===== src/rtl/rls_eq_seq_pkg.sv =====
package rls_eq_seq_pkg;
   typedef enum logic [1:0] {
      MODE_SET  = 2'b00,
      MODE_ORTH = 2'b01,
      MODE_LIN  = 2'b10
   } arr_mode_e;
endpackage


===== src/rtl/eqs_tap_line.sv =====
module eqs_tap_line #(
   parameter int W    = 16,
   parameter int TAPS = 4
) (
   input  logic                clk,
   input  logic                rst_n,
   input  logic                shift_en,
   input  logic [W-1:0]        din,
   output logic [TAPS*W-1:0]   taps_nxt
);
   localparam int VW = TAPS * W;

   logic [VW-1:0] taps_q;

   for (genvar k = 0; k < TAPS; k++) begin : g_tap
      if (k == 0) begin : g_head
         assign taps_nxt[W-1:0] = shift_en ? din : taps_q[W-1:0];
      end else begin : g_body
         assign taps_nxt[k*W +: W] = shift_en ? taps_q[(k-1)*W +: W]
                                              : taps_q[k*W +: W];
      end
   end

   always_ff @(posedge clk or negedge rst_n) begin
      if (!rst_n) taps_q <= '0;
      else        taps_q <= taps_nxt;
   end

   if (TAPS >= 2) begin : g_chk
      p_shift_r3: assert property (@(posedge clk) disable iff (!rst_n)
         shift_en |=> taps_q[2*W-1:W] == $past(taps_q[W-1:0]));
   end
   p_newest_r3: assert property (@(posedge clk) disable iff (!rst_n)
      shift_en |=> taps_q[W-1:0] == $past(din));
endmodule


===== src/rtl/eqs_row_former.sv =====
module eqs_row_former
   import rls_eq_seq_pkg::*;
#(
   parameter int W         = 16,
   parameter int TAPS      = 4,
   parameter int INIT_DIAG = 0
) (
   input  logic                clk,
   input  logic                rst_n,
   input  logic                init_fire,
   input  logic                row_fire,
   input  logic                train,
   input  logic [TAPS*W-1:0]   taps_nxt,
   input  logic [W-1:0]        sym,
   output logic                row_valid,
   output arr_mode_e           row_mode,
   output logic [TAPS*W-1:0]   row_w1,
   output logic [W-1:0]        row_w2
);
   localparam int VW = TAPS * W;
   localparam logic [W-1:0] DIAG_W = W'(INIT_DIAG);

   logic [VW-1:0] neg_vec;
   logic [VW-1:0] diag_vec;

   for (genvar k = 0; k < TAPS; k++) begin : g_neg
      assign neg_vec[k*W +: W] = -taps_nxt[k*W +: W];
   end

   if (INIT_DIAG == 0) begin : g_clear
      assign diag_vec = '0;
   end else begin : g_sigma
      assign diag_vec = {TAPS{DIAG_W}};
   end

   always_ff @(posedge clk or negedge rst_n) begin
      if (!rst_n) begin
         row_valid <= 1'b0;
         row_mode  <= MODE_SET;
         row_w1    <= '0;
         row_w2    <= '0;
      end else begin
         row_valid <= init_fire | row_fire;
         if (init_fire) begin
            row_mode <= MODE_SET;
            row_w1   <= diag_vec;
            row_w2   <= '0;
         end else if (row_fire) begin
            if (train) begin
               row_mode <= MODE_ORTH;
               row_w1   <= taps_nxt;
               row_w2   <= sym;
            end else begin
               row_mode <= MODE_LIN;
               row_w1   <= neg_vec;
               row_w2   <= '0;
            end
         end
      end
   end

   p_hold_r6: assert property (@(posedge clk) disable iff (!rst_n)
      !(init_fire || row_fire) |=> !row_valid && $stable(row_mode)
                                    && $stable(row_w1) && $stable(row_w2));
   p_lin_zero_r5: assert property (@(posedge clk) disable iff (!rst_n)
      (row_fire && !train && !init_fire) |=> row_w2 == '0 && row_mode == MODE_LIN);
   p_orth_sym_r4: assert property (@(posedge clk) disable iff (!rst_n)
      (row_fire && train && !init_fire) |=> row_w2 == $past(sym));
endmodule


===== src/rtl/eqs_out_tracker.sv =====
module eqs_out_tracker #(
   parameter int W   = 16,
   parameter int LAT = 3
) (
   input  logic          clk,
   input  logic          rst_n,
   input  logic          lin_row,
   input  logic [W-1:0]  arr_y,
   output logic          eq_valid,
   output logic [W-1:0]  eq_data
);
   if (LAT == 1) begin : g_one
      logic pend_q;
      always_ff @(posedge clk or negedge rst_n) begin
         if (!rst_n) pend_q <= 1'b0;
         else        pend_q <= lin_row;
      end
      assign eq_valid = pend_q;
   end else begin : g_many
      logic [LAT-1:0] pend_q;
      always_ff @(posedge clk or negedge rst_n) begin
         if (!rst_n) pend_q <= '0;
         else        pend_q <= {pend_q[LAT-2:0], lin_row};
      end
      assign eq_valid = pend_q[LAT-1];
   end

   assign eq_data = eq_valid ? arr_y : '0;

   p_eq_zero_r8: assert property (@(posedge clk) disable iff (!rst_n)
      !eq_valid |-> eq_data == '0);
   p_eq_pass_r8: assert property (@(posedge clk) disable iff (!rst_n)
      eq_valid |-> eq_data == arr_y);
endmodule


===== src/rtl/rls_eq_seq.sv =====
module rls_eq_seq
   import rls_eq_seq_pkg::*;
#(
   parameter int W         = 16,
   parameter int TAPS      = 4,
   parameter int LAT       = 3,
   parameter int INIT_DIAG = 0
) (
   input  logic                clk,
   input  logic                rst_n,
   input  logic                smp_valid,
   input  logic [W-1:0]        smp_data,
   input  logic                train_mode,
   input  logic [W-1:0]        train_sym,
   input  logic [W-1:0]        arr_y,
   output logic                row_valid,
   output logic [1:0]          row_mode,
   output logic [TAPS*W-1:0]   row_w1,
   output logic [W-1:0]        row_w2,
   output logic                eq_valid,
   output logic [W-1:0]        eq_data
);
   localparam int VW = TAPS * W;

   if (W < 2 || TAPS < 1 || LAT < 1) begin : g_bad_cfg
      $error("rls_eq_seq: W>=2, TAPS>=1, LAT>=1 required");
   end
   if (INIT_DIAG < -(2 ** (W-1)) || INIT_DIAG >= 2 ** (W-1)) begin : g_bad_diag
      $error("rls_eq_seq: INIT_DIAG does not fit in W bits");
   end

   logic          init_pend_q;
   logic          accept;
   logic [VW-1:0] taps_nxt;
   arr_mode_e     mode_q;

   always_ff @(posedge clk or negedge rst_n) begin
      if (!rst_n) init_pend_q <= 1'b1;
      else        init_pend_q <= 1'b0;
   end

   assign accept = smp_valid & ~init_pend_q;

   eqs_tap_line #(.W(W), .TAPS(TAPS)) u_taps (
      .clk      (clk),
      .rst_n    (rst_n),
      .shift_en (accept),
      .din      (smp_data),
      .taps_nxt (taps_nxt)
   );

   eqs_row_former #(.W(W), .TAPS(TAPS), .INIT_DIAG(INIT_DIAG)) u_rows (
      .clk       (clk),
      .rst_n     (rst_n),
      .init_fire (init_pend_q),
      .row_fire  (accept),
      .train     (train_mode),
      .taps_nxt  (taps_nxt),
      .sym       (train_sym),
      .row_valid (row_valid),
      .row_mode  (mode_q),
      .row_w1    (row_w1),
      .row_w2    (row_w2)
   );

   assign row_mode = mode_q;

   eqs_out_tracker #(.W(W), .LAT(LAT)) u_out (
      .clk      (clk),
      .rst_n    (rst_n),
      .lin_row  (row_valid && mode_q == MODE_LIN),
      .arr_y    (arr_y),
      .eq_valid (eq_valid),
      .eq_data  (eq_data)
   );

   p_init_once_r1: assert property (@(posedge clk) disable iff (!rst_n)
      (row_valid && mode_q == MODE_SET) |=> !(row_valid && mode_q == MODE_SET));
   p_init_first_r9: assert property (@(posedge clk) disable iff (!rst_n)
      init_pend_q |=> row_valid && mode_q == MODE_SET);
   p_row_src_r10: assert property (@(posedge clk) disable iff (!rst_n)
      (!init_pend_q && !smp_valid) |=> !row_valid);
endmodule


===== config.mk =====
export PLATFORM = sky130hd
export DESIGN_NAME = rls_eq_seq
export DESIGN_NICKNAME = d
export VERILOG_FILES = /design/src/rtl/rls_eq_seq_pkg.sv /design/src/rtl/eqs_tap_line.sv /design/src/rtl/eqs_row_former.sv /design/src/rtl/eqs_out_tracker.sv /design/src/rtl/rls_eq_seq.sv
export SDC_FILE = /design/constraint.sdc
export NUM_CORES = 1
export LEC_CHECK = 0
export BUFFER_PORTS_ARGS = -buffer_cell sky130_fd_sc_hd__buf_4
export CAP_MARGIN = 20
export CORE_MARGIN = 8
export CORE_UTILIZATION = 25
export CTS_CLUSTER_SIZE = 40
export DETAILED_ROUTE_END_ITERATION = 6
export PLACE_DENSITY_LB_ADDON = 0.08
export SKIP_LAST_GASP = 1
export SLEW_MARGIN = 5
export SYNTH_ARGS = -nofsm -noshare
export SYNTH_HDL_FRONTEND = slang
export SYNTH_SLANG_ARGS = --single-unit
export TNS_END_PERCENT = 20

===== constraint.sdc =====
create_clock -name clk -period 2.95 [get_ports clk]
set_input_delay 0.59 -clock clk [delete_from_list [all_inputs] [get_ports clk]]
set_output_delay 0.59 -clock clk [all_outputs]
set_load 0.01 [all_outputs]

Word level (Yosys, flattened, before mapping)
Index checks and enable logic that the tools add are counted.
{ "word_totals": {"register_bits": 151, "wordCells": 31, "out_inout_bits": 100} }
{ "op_classes": {"reduce_logical": 2, "muxes": 14, "eq_ne": 1, "addsub": 4, "bitwise_logic": 3} }
{ "op_table": {"columns": ["cell", "count"], "rows": [
  ["64-bit 2-to-1 mux", 3],
  ["16-bit 2-to-1 mux", 8],
  ["16-bit negator", 4],
  ["2-bit 2-to-1 mux", 3],
  ["2-bit equality test (second input constant)", 1],
  ["2-bit nonzero test", 1],
  ["1-bit AND", 1],
  ["1-bit logical AND", 1],
  ["1-bit inverter", 1],
  ["1-bit OR", 1]
]} }

Logic depth before layout (Yosys ltp)
{ "depth": {"word_depth": 7, "depth_mapped": 12} }

By module
From an unflattened synthesis, not the netlist that was laid out.
{ "hier_totals": {"hier_cells": 620, "area_unflattened_um2": 7419.6} }
{ "by_module_without_submodules": {"columns": ["mod", "instances", "area_per_inst_um2", "cells_per_inst", "seq_area_each_um2"], "rows": [
  ["eqs_row_former", 1, 4494.3, 461, 2077.0],
  ["eqs_tap_line", 1, 2678.8, 135, 1601.5],
  ["eqs_out_tracker", 1, 201.4, 20, 75.1],
  ["rls_eq_seq", 1, 45.0, 4, 26.3]
]} }

Least setup slack after synthesis
Ideal clock, no wire load.
{ "synth_timing": {"kind": "input to register", "startpoint": "input port smp_valid", "endpoint": "register u_rows.row_w1[46]", "arrival_time_ns": 2.919, "setup_slack_ns": -0.038, "cell_stages": 12, "cell_sequence": "nor2b_2 > buf_4 > buf_2 > buf_2 > buf_2 > mux2i_1 > ha_1 > inv_1 > a211oi_2 > o2111ai_2 > or4_1 > nand3_1"} }
{ "synth_between": {"elab_chain_len": 6, "elab_cells_between_ends": 7} }
{ "synth_lines": {"columns": ["element", "line_no", "source"], "rows": [
  ["start, declared", "rls_eq_seq.sv:11", "input logic smp_valid,"],
  ["1-bit AND *", "rls_eq_seq.sv:42", "assign accept = smp_valid & ~init_pend_q;"],
  ["16-bit 2-to-1 mux", "eqs_tap_line.sv:19", "assign taps_nxt[k*W +: W] = shift_en ? taps_q[(k-1)*W +: W]"],
  ["16-bit negator", "eqs_row_former.sv:27", "assign neg_vec[k*W +: W] = -taps_nxt[k*W +: W];"],
  ["64-bit 2-to-1 mux", "eqs_row_former.sv:49", "if (train) begin"],
  ["64-bit 2-to-1 mux", "eqs_row_former.sv:48", "end else if (row_fire) begin"],
  ["64-bit 2-to-1 mux", "eqs_row_former.sv:44", "if (init_fire) begin"],
  ["end signal, assigned", "eqs_row_former.sv:46", "row_w1 <= diag_vec;"],
  ["end signal, assigned", "eqs_row_former.sv:51", "row_w1 <= taps_nxt;"],
  ["end signal, assigned", "eqs_row_former.sv:55", "row_w1 <= neg_vec;"],
  ["end, declared", "eqs_row_former.sv:17", "output logic [TAPS*W-1:0] row_w1,"]
]} }
Every way passes the cells marked *; elsewhere a longest branch is shown, timed or not. The select of a mux whose other input is x is not followed.
A chain may end at the register's enable or synchronous reset.

Final worst setup path
{ "layout_timing": {"startpoint": "register init_pend_q", "endpoint": "register u_rows.row_w1[30]"} }
{ "layout_between": {"elab_chain_len": 7, "elab_cells_between_ends": 8} }
{ "layout_lines": {"columns": ["element", "line_no", "source"], "rows": [
  ["start, declared", "rls_eq_seq.sv:32", "logic init_pend_q;"],
  ["start signal, assigned", "rls_eq_seq.sv:38", "if (!rst_n) init_pend_q <= 1'b1;"],
  ["start signal, assigned", "rls_eq_seq.sv:39", "else init_pend_q <= 1'b0;"],
  ["1-bit inverter", "rls_eq_seq.sv:42", null],
  ["1-bit AND", "rls_eq_seq.sv:42", null],
  ["16-bit 2-to-1 mux", "eqs_tap_line.sv:19", null],
  ["16-bit negator", "eqs_row_former.sv:27", null],
  ["64-bit 2-to-1 mux", "eqs_row_former.sv:49", null],
  ["64-bit 2-to-1 mux", "eqs_row_former.sv:48", null],
  ["64-bit 2-to-1 mux", "eqs_row_former.sv:44", null]
]} }
Several ways; a longest one is shown, not always the timed one. The select of a mux whose other input is x is not followed.

==> impl_metrics.tcl <==
set metrics [dict create \
    numPortBuffers 151 \
    synth_top_family_by_area "simple AND/OR/NAND/NOR gates" \
    skew_ns 0.0121 \
    crit_type "register to register" \
    syn-cell-area_sq_um 7730 \
    synth.distinct_cells 63 \
    worstSetupStartpointType "register" \
    grt_pass1_vias 6831 \
    firstDrtPassIters 5 \
    hold_violations 0 \
    synth_simple_gate_area_share_pct 22.7 \
    cp.arrival_ns 2.87 \
    finalMaxSlewViolations 0 \
    run_status "finished clean" \
    clk_latency_ns 0.43 \
    htreeDepth 4 \
    synth_mux_area_share_pct 5.20 \
    layout_commonest_cell "buf_4" \
    finalSetupTns_ns 0 \
    grt_use_total_pct 14.5 \
    p_leak_nw 4.79 \
    start_util_pct 25.3 \
    path_cells "nand2b_4 -> mux2i_1 -> ha_1 -> and4bb_1 -> a211oi_1 -> or3_1" \
    fmax_mhz 390 \
    period_minus_slack_ns 2.56 \
    yosys.area_share.xor_xnor_pct 2.15 \
    layout-drive-gt1-share_pct 24.7 \
    synthArstFlopShare_pct 100 \
    syn_area_per_cell_sq_um 9.39 \
    cap_violations 0 \
    rsz0062_at_grt "no" \
    cts_resized 0 \
    routedWlPerCell_um 19.4 \
    cp_num_buf_inv 0 \
    end_kind "register" \
    p_switching_mw 2.18 \
    clock-sinks 149 \
    relSlewSlack_pct 61.3 \
    grt-ovfl-total 0 \
    cp_top_family "simple AND/OR/NAND/NOR gates" \
    worstMarginPinSlew_ns 0.581 \
    hold_buffers 0 \
    synthCells 823 \
    switching_share_pct 34.3 \
    ioPinCount 152 \
    gp_congestion 0.725 \
    p_clk_share_pct 34.9 \
    crit_fanout 16 \
    vias_per_cell 4.84 \
    peakVddDrop_mv 0.374 \
    p_int_mw 4.17 \
    diodes 0 \
    clk_path_buf_depth 2 \
    grt_pass1_wl_mm 41.5 \
    sequentialPowerShare_pct 41.8 \
    nNetsFinal 1031 \
    row_count 64 \
    vias 6699 \
    synth.yosys.seq_area_share_pct 48.3 \
    synth_ff_type "dfrtp_1" \
    cpMaxStageDelayCell "dfstp_2" \
    final_cell_mix "188 x buf_4, 148 x dfrtp_1, 146 x nand2_1" \
    setup_violations 0 \
    slowest_delay_ns 0.74 \
    antenna_found_initial 0 \
    core_area_sq_um 30500 \
    die_area_sq_um 36800 \
    cts.clk_slew.worst_paths_ns 0.07 \
    drtIter0Drc 365 \
    cts_setup_buffers 0 \
    cts-buffers-inserted 17 \
    cts_tree "yes" \
    synth-compound-area-share_pct 16.6 \
    synth-edff-count 0 \
    fin_crit_sh_pct 86.8 \
    area_delta_synth_final_pct 30.3 \
    synthesis.nets 879 \
    dieWidth_um 192 \
    synthAdderAreaFrac_pct 0.647 \
    dpl.hpwl_mm 19.2 \
    p_total_mw 6.36 \
    synthTopCellsByArea "dfrtp_1 48%, nand2_1 7.1%, mux2i_1 3.9%, nor2_1 3.6%, a32oi_1 1.9%" \
    combPwrFrac_pct 23.3 \
    drc 0 \
    yosysWarningCount 0 \
    ys_ff_latch 149 \
    routed_wl_mm 26.9 \
    grt_start_max_net_pins 55 \
    final_antenna_net_count 0 \
    synth_top_area_share_pct 47.9 \
    p_per_area_nw_per_um2 631 \
    cts_root_buf "clkbuf_16" \
    die_h_um 192 \
    hold_class "input port to async pin" \
    cp_data_required_time_ns 3.26 \
    synth_area_leader_cell "dfrtp_1" \
]
cell families after synthesis:
| family | Yosys count |
|---|---|
| buffers and inverters | 82 |
| XOR/XNOR | 19 |
| AND/OR/NAND/NOR | 362 |
| multiplexers | 39 |
| adder cells (fa/ha/maj) | 4 |
| AO/OA/AOI/OAI | 167 |
| other | 1 |
| flip-flops | 149 |
layout make-up:
| cell class | count | area, sq um |
|---|---|---|
| Fill cell | 3175 | 20400 |
| Sequential cell | 149 | 3730 |
| Multi-Input combinational cell | 592 | 3680 |
| Timing Repair Buffer | 193 | 1500 |
| Tap cell | 396 | 495 |
| Clock buffer | 18 | 439 |
| Clock inverter | 14 | 141 |
| Inverter | 22 | 82.6 |
synthesized netlist by cell type, drive strengths merged (14+ instances only):
cell    number
a21oi       19
buf         21
or3         16
mux2i       30
a32oi       17
nor3        26
nand4       14
o21ai       28
nand3       25
nand2      146
xnor2       15
nor2        74
inv         21
a211oi      15
a22o        16
clkbuf      39
o31ai       14
and2        20
dfrtp      148
metal layers:
layer	global-route usage [%]	wire (um)	part of all wire [%]	vias to the layer above
li1	-	-	-	3289
met1	19.8	12800	48	3244
met2	23.0	12400	46	144
met3	2.45	1190	4.4	22
met4	4.35	404	1.5	0
met5	0	0	0	-
flip-flops by register name, indices dropped and copies added (netlist names):
name                 count
init_pend_q              1
u_out.g_many.pend_q      3
u_rows.row_mode          2
u_rows.row_valid         1
u_rows.row_w1           64
u_rows.row_w2           16
u_taps.taps_q           62
final timing paths:
kind	from	to	slack (ns)	depth (start not counted)
max reg2reg	init_pend_q$_DFF_PN1_	u_rows.row_w1[30]$_DFFE_PN0P_	0.39	6
min in group clk	u_out.g_many.pend_q[0]$_DFF_PN0_	u_out.g_many.pend_q[1]$_DFF_PN0_	0.36	0
min reg2reg	u_out.g_many.pend_q[0]$_DFF_PN0_	u_out.g_many.pend_q[1]$_DFF_PN0_	0.36	0
min	rst_n	u_rows.row_w1[62]$_DFFE_PN0P_	0.14	1
max in group asynchronous	rst_n	init_pend_q$_DFF_PN1_	2.09	2
max	init_pend_q$_DFF_PN1_	u_rows.row_w1[30]$_DFFE_PN0P_	0.39	6
power by group through the flow:
stage,Combinational [mW],Clock [mW],Sequential [mW]
floorplan,0.834,0,2.60
global placement,1.51,0,2.70
detailed placement,1.51,0,2.70
CTS,1.52,2.28,2.66
global route,1.65,2.35,2.70
finish,1.48,2.22,2.66
per-stage QoR:
stage	util, %	instance area, sq um	cells	hold slack (ns)	setup WS, ns
after floorplan	-	7730	823	0.294	0.00874
after global placement	31.1	9490	1352	0.334	0.197
after detailed placement	31.1	9490	1352	0.346	0.146
after CTS	33.0	10100	1384	0.161	0.359
after global routing	33.0	10100	1384	0.185	0.217
final	33.0	10100	1384	0.135	0.388
No activity file was read; power rests on OpenSTA's default activity.
